### src/rtl/nes_pkg.sv
package nes_pkg;
  localparam int DW     = 8;
  localparam int CMD_AW = 11;

  typedef enum logic [2:0] {
    ST_IDLE,
    ST_UNL1,
    ST_UNL2,
    ST_ARM,
    ST_UNL4,
    ST_UNL5,
    ST_WINDOW,
    ST_ERASE
  } nes_state_e;

  localparam logic [DW-1:0] CODE_KEY_A   = 8'hAA;
  localparam logic [DW-1:0] CODE_KEY_B   = 8'h55;
  localparam logic [DW-1:0] CODE_SETUP   = 8'h80;
  localparam logic [DW-1:0] CODE_SECTOR  = 8'h30;
  localparam logic [DW-1:0] CODE_CHIP    = 8'h10;
  localparam logic [DW-1:0] CODE_SUSPEND = 8'hB0;

  localparam logic [CMD_AW-1:0] ADR_KEY_A = 11'h555;
  localparam logic [CMD_AW-1:0] ADR_KEY_B = 11'h2AA;
endpackage

### src/rtl/nes_down_timer.sv
module nes_down_timer #(
  parameter int MAXV = 64
) (
  input  logic clk,
  input  logic rst,
  input  logic load,
  input  logic en,
  output logic zero
);
  localparam int CW = $clog2(MAXV + 1);
  localparam logic [CW-1:0] TOP = CW'(MAXV - 1);

  logic [CW-1:0] cnt;

  always_ff @(posedge clk) begin
    if (rst) begin
      cnt <= '0;
    end else if (load) begin
      cnt <= TOP;
    end else if (en && cnt != '0) begin
      cnt <= cnt - 1'b1;
    end
  end

  assign zero = (cnt == '0);


  load_value_chk: assert property (@(posedge clk) disable iff (rst)
    load |=> cnt == TOP);


  cnt_range_chk: assert property (@(posedge clk) disable iff (rst)
    cnt <= TOP);
endmodule

### src/rtl/nes_cmd_fsm.sv
module nes_cmd_fsm
  import nes_pkg::*;
(
  input  logic              clk,
  input  logic              rst,
  input  logic              wr_en,
  input  logic [CMD_AW-1:0] cmd_addr,
  input  logic [DW-1:0]     wr_data,
  input  logic              win_zero,
  input  logic              ers_zero,
  output nes_state_e        state,
  output logic              win_load,
  output logic              ers_load,
  output logic              sel_add,
  output logic              sel_all,
  output logic              sel_clr,
  output logic              commit
);
  nes_state_e nxt;

  function automatic logic hit(input logic [CMD_AW-1:0] a, input logic [DW-1:0] d,
                               input logic [CMD_AW-1:0] ea, input logic [DW-1:0] ed);
    return (a == ea) && (d == ed);
  endfunction

  always_comb begin
    nxt      = state;
    win_load = 1'b0;
    ers_load = 1'b0;
    sel_add  = 1'b0;
    sel_all  = 1'b0;
    sel_clr  = 1'b0;
    commit   = 1'b0;
    unique case (state)
      ST_IDLE:
        if (wr_en) nxt = hit(cmd_addr, wr_data, ADR_KEY_A, CODE_KEY_A) ? ST_UNL1 : ST_IDLE;
      ST_UNL1:
        if (wr_en) nxt = hit(cmd_addr, wr_data, ADR_KEY_B, CODE_KEY_B) ? ST_UNL2 : ST_IDLE;
      ST_UNL2:
        if (wr_en) nxt = hit(cmd_addr, wr_data, ADR_KEY_A, CODE_SETUP) ? ST_ARM : ST_IDLE;
      ST_ARM:
        if (wr_en) nxt = hit(cmd_addr, wr_data, ADR_KEY_A, CODE_KEY_A) ? ST_UNL4 : ST_IDLE;
      ST_UNL4:
        if (wr_en) nxt = hit(cmd_addr, wr_data, ADR_KEY_B, CODE_KEY_B) ? ST_UNL5 : ST_IDLE;
      ST_UNL5:
        if (wr_en) begin
          if (wr_data == CODE_SECTOR) begin
            nxt      = ST_WINDOW;
            win_load = 1'b1;
            sel_add  = 1'b1;
          end else if (hit(cmd_addr, wr_data, ADR_KEY_A, CODE_CHIP)) begin
            nxt      = ST_ERASE;
            ers_load = 1'b1;
            sel_all  = 1'b1;
          end else begin
            nxt = ST_IDLE;
          end
        end
      ST_WINDOW:
        if (wr_en && wr_data == CODE_SECTOR) begin
          win_load = 1'b1;
          sel_add  = 1'b1;
        end else if (wr_en && wr_data != CODE_SUSPEND) begin
          nxt     = ST_IDLE;
          sel_clr = 1'b1;
        end else if (win_zero) begin
          nxt      = ST_ERASE;
          ers_load = 1'b1;
        end
      ST_ERASE:
        if (ers_zero) begin
          nxt    = ST_IDLE;
          commit = 1'b1;
        end
      default: nxt = ST_IDLE;
    endcase
  end

  always_ff @(posedge clk) begin
    if (rst) state <= ST_IDLE;
    else     state <= nxt;
  end


  erase_hold_chk: assert property (@(posedge clk) disable iff (rst)
    (state == ST_ERASE && !ers_zero) |=> state == ST_ERASE);


  window_abort_chk: assert property (@(posedge clk) disable iff (rst)
    (state == ST_WINDOW && wr_en && wr_data != CODE_SECTOR && wr_data != CODE_SUSPEND)
      |=> state == ST_IDLE);


  chip_start_chk: assert property (@(posedge clk) disable iff (rst)
    sel_all |=> state == ST_ERASE);
endmodule

### src/rtl/nes_sector_map.sv
module nes_sector_map #(
  parameter int SECT_W = 3
) (
  input  logic                   clk,
  input  logic                   rst,
  input  logic                   sel_add,
  input  logic                   sel_all,
  input  logic                   sel_clr,
  input  logic                   commit,
  input  logic [SECT_W-1:0]      sect_idx,
  output logic [(1<<SECT_W)-1:0] sel_map,
  output logic [(1<<SECT_W)-1:0] erased_map
);
  localparam int SECT_N = 1 << SECT_W;

  for (genvar g = 0; g < SECT_N; g++) begin : g_sect
    logic sel_q;
    logic ers_q;
    always_ff @(posedge clk) begin
      if (rst) begin
        sel_q <= 1'b0;
        ers_q <= 1'b0;
      end else if (commit) begin
        ers_q <= ers_q | sel_q;
        sel_q <= 1'b0;
      end else if (sel_clr) begin
        sel_q <= 1'b0;
      end else if (sel_all || (sel_add && sect_idx == SECT_W'(g))) begin
        sel_q <= 1'b1;
      end
    end
    assign sel_map[g]    = sel_q;
    assign erased_map[g] = ers_q;
  end


  commit_clear_chk: assert property (@(posedge clk) disable iff (rst)
    commit |=> sel_map == '0);


  erased_keep_chk: assert property (@(posedge clk) disable iff (rst)
    1'b1 |=> (erased_map & $past(erased_map)) == $past(erased_map));
endmodule

### src/rtl/nes_read_port.sv
module nes_read_port
  import nes_pkg::*;
#(
  parameter int SECT_W = 3
) (
  input  logic                   clk,
  input  logic                   rst,
  input  logic                   rd_en,
  input  logic                   busy,
  input  logic                   erasing,
  input  logic [SECT_W-1:0]      sect_idx,
  input  logic [(1<<SECT_W)-1:0] erased_map,
  output logic [DW-1:0]          rd_data
);
  logic tog;

  always_ff @(posedge clk) begin
    if (rst) begin
      rd_data <= '0;
      tog     <= 1'b0;
    end else if (rd_en) begin
      if (busy) begin
        rd_data <= {1'b0, tog, 2'b00, erasing, 3'b000};
        tog     <= ~tog;
      end else begin
        rd_data <= {DW{erased_map[sect_idx]}};
      end
    end
  end


  status_zero_bits_chk: assert property (@(posedge clk) disable iff (rst)
    (rd_en && busy) |=> (rd_data & 8'b1011_0111) == 8'h00);


  array_value_chk: assert property (@(posedge clk) disable iff (rst)
    (rd_en && !busy) |=> (rd_data == 8'h00 || rd_data == 8'hFF));


  hold_chk: assert property (@(posedge clk) disable iff (rst)
    !rd_en |=> $stable(rd_data));
endmodule

### src/rtl/nor_erase_sequencer.sv
module nor_erase_sequencer
  import nes_pkg::*;
#(
  parameter int ADDR_W    = 14,
  parameter int SECT_W    = 3,
  parameter int WIN_CYC   = 64,
  parameter int ERASE_CYC = 500
) (
  input  logic                   clk,
  input  logic                   rst,
  input  logic [ADDR_W-1:0]      addr,
  input  logic                   wr_en,
  input  logic [7:0]             wr_data,
  input  logic                   rd_en,
  output logic [7:0]             rd_data,
  output logic                   busy,
  output logic [(1<<SECT_W)-1:0] erased_map
);
  localparam int SECT_N = 1 << SECT_W;

  nes_state_e          state;
  logic                win_load, ers_load, win_zero, ers_zero;
  logic                sel_add, sel_all, sel_clr, commit;
  logic [SECT_N-1:0]   sel_map;
  logic [SECT_W-1:0]   sect_idx;
  logic [CMD_AW-1:0]   cmd_addr;
  logic                erasing;

  assign sect_idx = addr[ADDR_W-1 -: SECT_W];
  assign cmd_addr = addr[CMD_AW-1:0];
  assign erasing  = (state == ST_ERASE);
  assign busy     = (state == ST_WINDOW) || erasing;

  nes_cmd_fsm u_fsm (
    .clk(clk), .rst(rst), .wr_en(wr_en), .cmd_addr(cmd_addr), .wr_data(wr_data),
    .win_zero(win_zero), .ers_zero(ers_zero), .state(state),
    .win_load(win_load), .ers_load(ers_load), .sel_add(sel_add),
    .sel_all(sel_all), .sel_clr(sel_clr), .commit(commit)
  );

  nes_down_timer #(.MAXV(WIN_CYC)) u_win_tmr (
    .clk(clk), .rst(rst), .load(win_load), .en(state == ST_WINDOW), .zero(win_zero)
  );

  nes_down_timer #(.MAXV(ERASE_CYC)) u_ers_tmr (
    .clk(clk), .rst(rst), .load(ers_load), .en(erasing), .zero(ers_zero)
  );

  nes_sector_map #(.SECT_W(SECT_W)) u_map (
    .clk(clk), .rst(rst), .sel_add(sel_add), .sel_all(sel_all), .sel_clr(sel_clr),
    .commit(commit), .sect_idx(sect_idx), .sel_map(sel_map), .erased_map(erased_map)
  );

  nes_read_port #(.SECT_W(SECT_W)) u_rd (
    .clk(clk), .rst(rst), .rd_en(rd_en), .busy(busy), .erasing(erasing),
    .sect_idx(sect_idx), .erased_map(erased_map), .rd_data(rd_data)
  );


  erase_ignores_write_chk: assert property (@(posedge clk) disable iff (rst)
    (erasing && !ers_zero && wr_en) |=> erasing);
endmodule

### config.mk
export PLATFORM = sky130hd
export DESIGN_NAME = nor_erase_sequencer
export DESIGN_NICKNAME = d
export VERILOG_FILES = /design/src/rtl/nes_pkg.sv /design/src/rtl/nes_down_timer.sv /design/src/rtl/nes_cmd_fsm.sv /design/src/rtl/nes_sector_map.sv /design/src/rtl/nes_read_port.sv /design/src/rtl/nor_erase_sequencer.sv
export SDC_FILE = /design/constraint.sdc
export NUM_CORES = 1
export LEC_CHECK = 0
export ABC_AREA = 1
export BUFFER_PORTS_ARGS = -buffer_cell sky130_fd_sc_hd__buf_2
export CORE_AREA = 4 4 101 103
export CTS_CLUSTER_SIZE = 28
export DETAILED_ROUTE_END_ITERATION = 8
export DIE_AREA = 0 0 105 107
export GPL_ROUTABILITY_DRIVEN = 0
export HOLD_SLACK_MARGIN = 0.05
export PLACE_DENSITY = 0.44
export SYNTH_ARGS = -nofsm -noshare
export SYNTH_HDL_FRONTEND = slang
export SYNTH_HIERARCHICAL = 1
export SYNTH_SLANG_ARGS = --single-unit
export TNS_END_PERCENT = 5
### constraint.sdc
create_clock -name clk -period 3.3 [get_ports clk]
set_input_delay 0.33 -clock clk [delete_from_list [all_inputs] [get_ports clk]]
set_output_delay 0.33 -clock clk [all_outputs]
set_load 0.005 [all_outputs]
==> reports/results.ini <==
[hold_path]
timing.hold.worst.class = input port to flip-flop

[power]
power.ir.vdd_worst_v = 0.000169
power.internal_uw = 747
leakage_power_uw = 0.00149
power.net_switching_uw = 230
power_density_nw_per_um2 = 322
power.share.switching_pct = 23.5
power.share.clock_pct = 43.1
power.share.sequential_pct = 48.7
power_share_of_the_combinational_group_pct = 8.2

[synth]
synth.avg_cell_area_um2 = 6.39
ys_warn_count = 6
synth_nets = 451
syn_inst = 422
netlist_area_um2 = 2700

[clock_network]
post_cts_setup_buffer_count = 0
cts_hold_buffers = 0
root_buffer = sky130_fd_sc_hd__clkbuf_8
clock_sinks = 39
clock_tree.htree_level_count = 2
clk_lat_worst_skew_ns = 0.29
post_cts.resized_instances = 0
clk_pin_slew_ns = 0.08
tritoncts_clock_tree = built
clk_path_buf_depth = 2
cts_buffers = 5

[setup_path]
reg2reg_from = u_fsm/state[2]
r2r_end = u_win_tmr/cnt[3]
worst_ep_arrival_time_ns = 2.65
setup.worst_path.class = flip-flop to flip-flop
startpoint = u_fsm/state[2]
setup.worst_path.end = u_win_tmr/cnt[3]
crit_fanout = 10
timing.critical_path.from_type = flip-flop
crit_path_end_kind = flip-flop
critical_path_rt_ns = 3.52
worstRegToRegCells = 8
timing.reg2reg.setup_slack_ns = 0.87

[job]
max_cap_viol_count = 0

[final_layout]
layout.cells.most_common_list = sky130_fd_sc_hd__nand2_1, sky130_fd_sc_hd__nor2_1, sky130_fd_sc_hd__inv_1
fillCellCount = 1027
share_of_post_route_cells_with_drive_strength_above_1_pct = 22.9
finalInstanceArea_um2 = 3030
most_common_cell_after_layout_fill_and_taps_aside = sky130_fd_sc_hd__nand2_1
antenna_cells_inserted = 0
area_growth_syn_to_layout_pct = 12.6
finish.net_count = 483

[sta]
slew_viol_final = 0
rsz0062_at_grt = no
finalCriticalPeriod_ns = 2.43
fmax_ghz = 0.411
setup-violations-final = 0
period_share_pct = 73.7
finalHoldViolations = 0
fin_skew_ns = 0.00909
worstMarginPinSlew_ns = 0.799
setup_total_negative_slack_ns = 0
timing.slew.headroom_pct = 46.5

[floorplan]
core_um2 = 9200
top_level_ports = 43
fp.dieArea_um2 = 11200
die_h_um = 107
rows = 35
die_x_um = 105
floorplan.initialDensity_pct = 29.3

[grt]
overflow_after_grt = 0
first_global_vias = 2465
wire_length_of_the_first_global_routing_pass_um = 11000
initial_antenna_violation_count = 0
maximum_number_of_pins_on_one_net_before_global_route_repair = 30
groute.usage.overall_pct = 11.8

[detailed_routing]
length_of_the_first_detailed_routing_pass_in_iterations = 4
drt_iter0_markers = 74
antenna_violating_nets_post_route = 0
vias = 2508
drcViolationCount = 0
wl_per_cell_um = 11.1
drt-total-wl_um = 6280
post_drt_via_cell_ratio = 4.43

[run_status]
outcome = complete, no violations

[placement]
dp.final_hpwl_um = 4850
portBuffers = 42
place_area_um2 = 2920

==> routing by layer <==
metal  wire length (µm)  track usage (%)
met1               3180             15.3
met5                  0                0
met4                 45             3.37
met2               2810             19.7
met3                237             2.47
==> worst max-delay path: stages, from the launching register on <==
cell                       delay (ns)
sky130_fd_sc_hd__dfxtp_1         0.55
sky130_fd_sc_hd__inv_2           0.13
sky130_fd_sc_hd__nor2_4          0.17
sky130_fd_sc_hd__inv_2           0.07
sky130_fd_sc_hd__a211oi_1        0.56
sky130_fd_sc_hd__clkinv_1        0.45
sky130_fd_sc_hd__nand2_2         0.23
sky130_fd_sc_hd__nand2_1         0.07
sky130_fd_sc_hd__a21oi_1         0.13
==> through the flow <==
step	instances	setup slack (ns)	hold WS (ns)	utilization, %	total power, µW
after global placement	558	0.982	0.452	31.7	569
after detailed placement	558	0.824	0.456	31.7	569
after CTS	566	0.787	0.354	33.0	994
final	566	0.867	0.355	33.0	977
after global routing	566	0.546	0.365	33.0	1030
after floorplan	422	1.56	0.392	-	531
==> power by group through the flow <==
stage / logic, µW / registers [µW] / clock network, µW
final: 80.2 / 476 / 421
after global routing: 91.1 / 477 / 459
after CTS: 81.3 / 476 / 436
after detailed placement: 81.1 / 488 / 0
after global placement: 81.7 / 487 / 0
after floorplan: 43.8 / 487 / 0
==> worst min-delay path by stage <==
stage | slack (ns) | end | cells after the start | start
after floorplan | 0.39 | u_ers_tmr/cnt[1] | 1 | rst
after global placement | 0.45 | u_ers_tmr/cnt[8] | 2 | u_ers_tmr/cnt[8]
after detailed placement | 0.46 | u_ers_tmr/cnt[8] | 2 | u_ers_tmr/cnt[8]
after CTS | 0.35 | u_rd/rd_data[5] | 4 | rd_en
after global routing | 0.37 | u_rd/rd_data[5] | 4 | rd_en
final | 0.36 | u_rd/rd_data[5] | 4 | rd_en
==> cell type report <==
| class | instances | area, µm² | area share, % |
|---|---|---|---|
| flip-flops and latches | 39 | 781 | 25.7 |
| multi-input cells | 294 | 1510 | 49.7 |
| repair buffers | 44 | 225 | 7.42 |
| clock inverters | 2 | 35.0 | 1.15 |
| inverters | 70 | 263 | 8.66 |
| well taps | 111 | 139 | 4.58 |
| clock buffers | 6 | 82.6 | 2.72 |
==> sequential cells by signal, summed over array words and instances, names as in the netlist <==
register	count
u_fsm/state	3
u_map/g_sect.sel_q	8
u_rd/rd_data	3
u_ers_tmr/cnt	9
u_win_tmr/cnt	7
u_map/g_sect.ers_q	8
u_rd/tog	1
No activity file was read; power rests on OpenSTA's default activity.
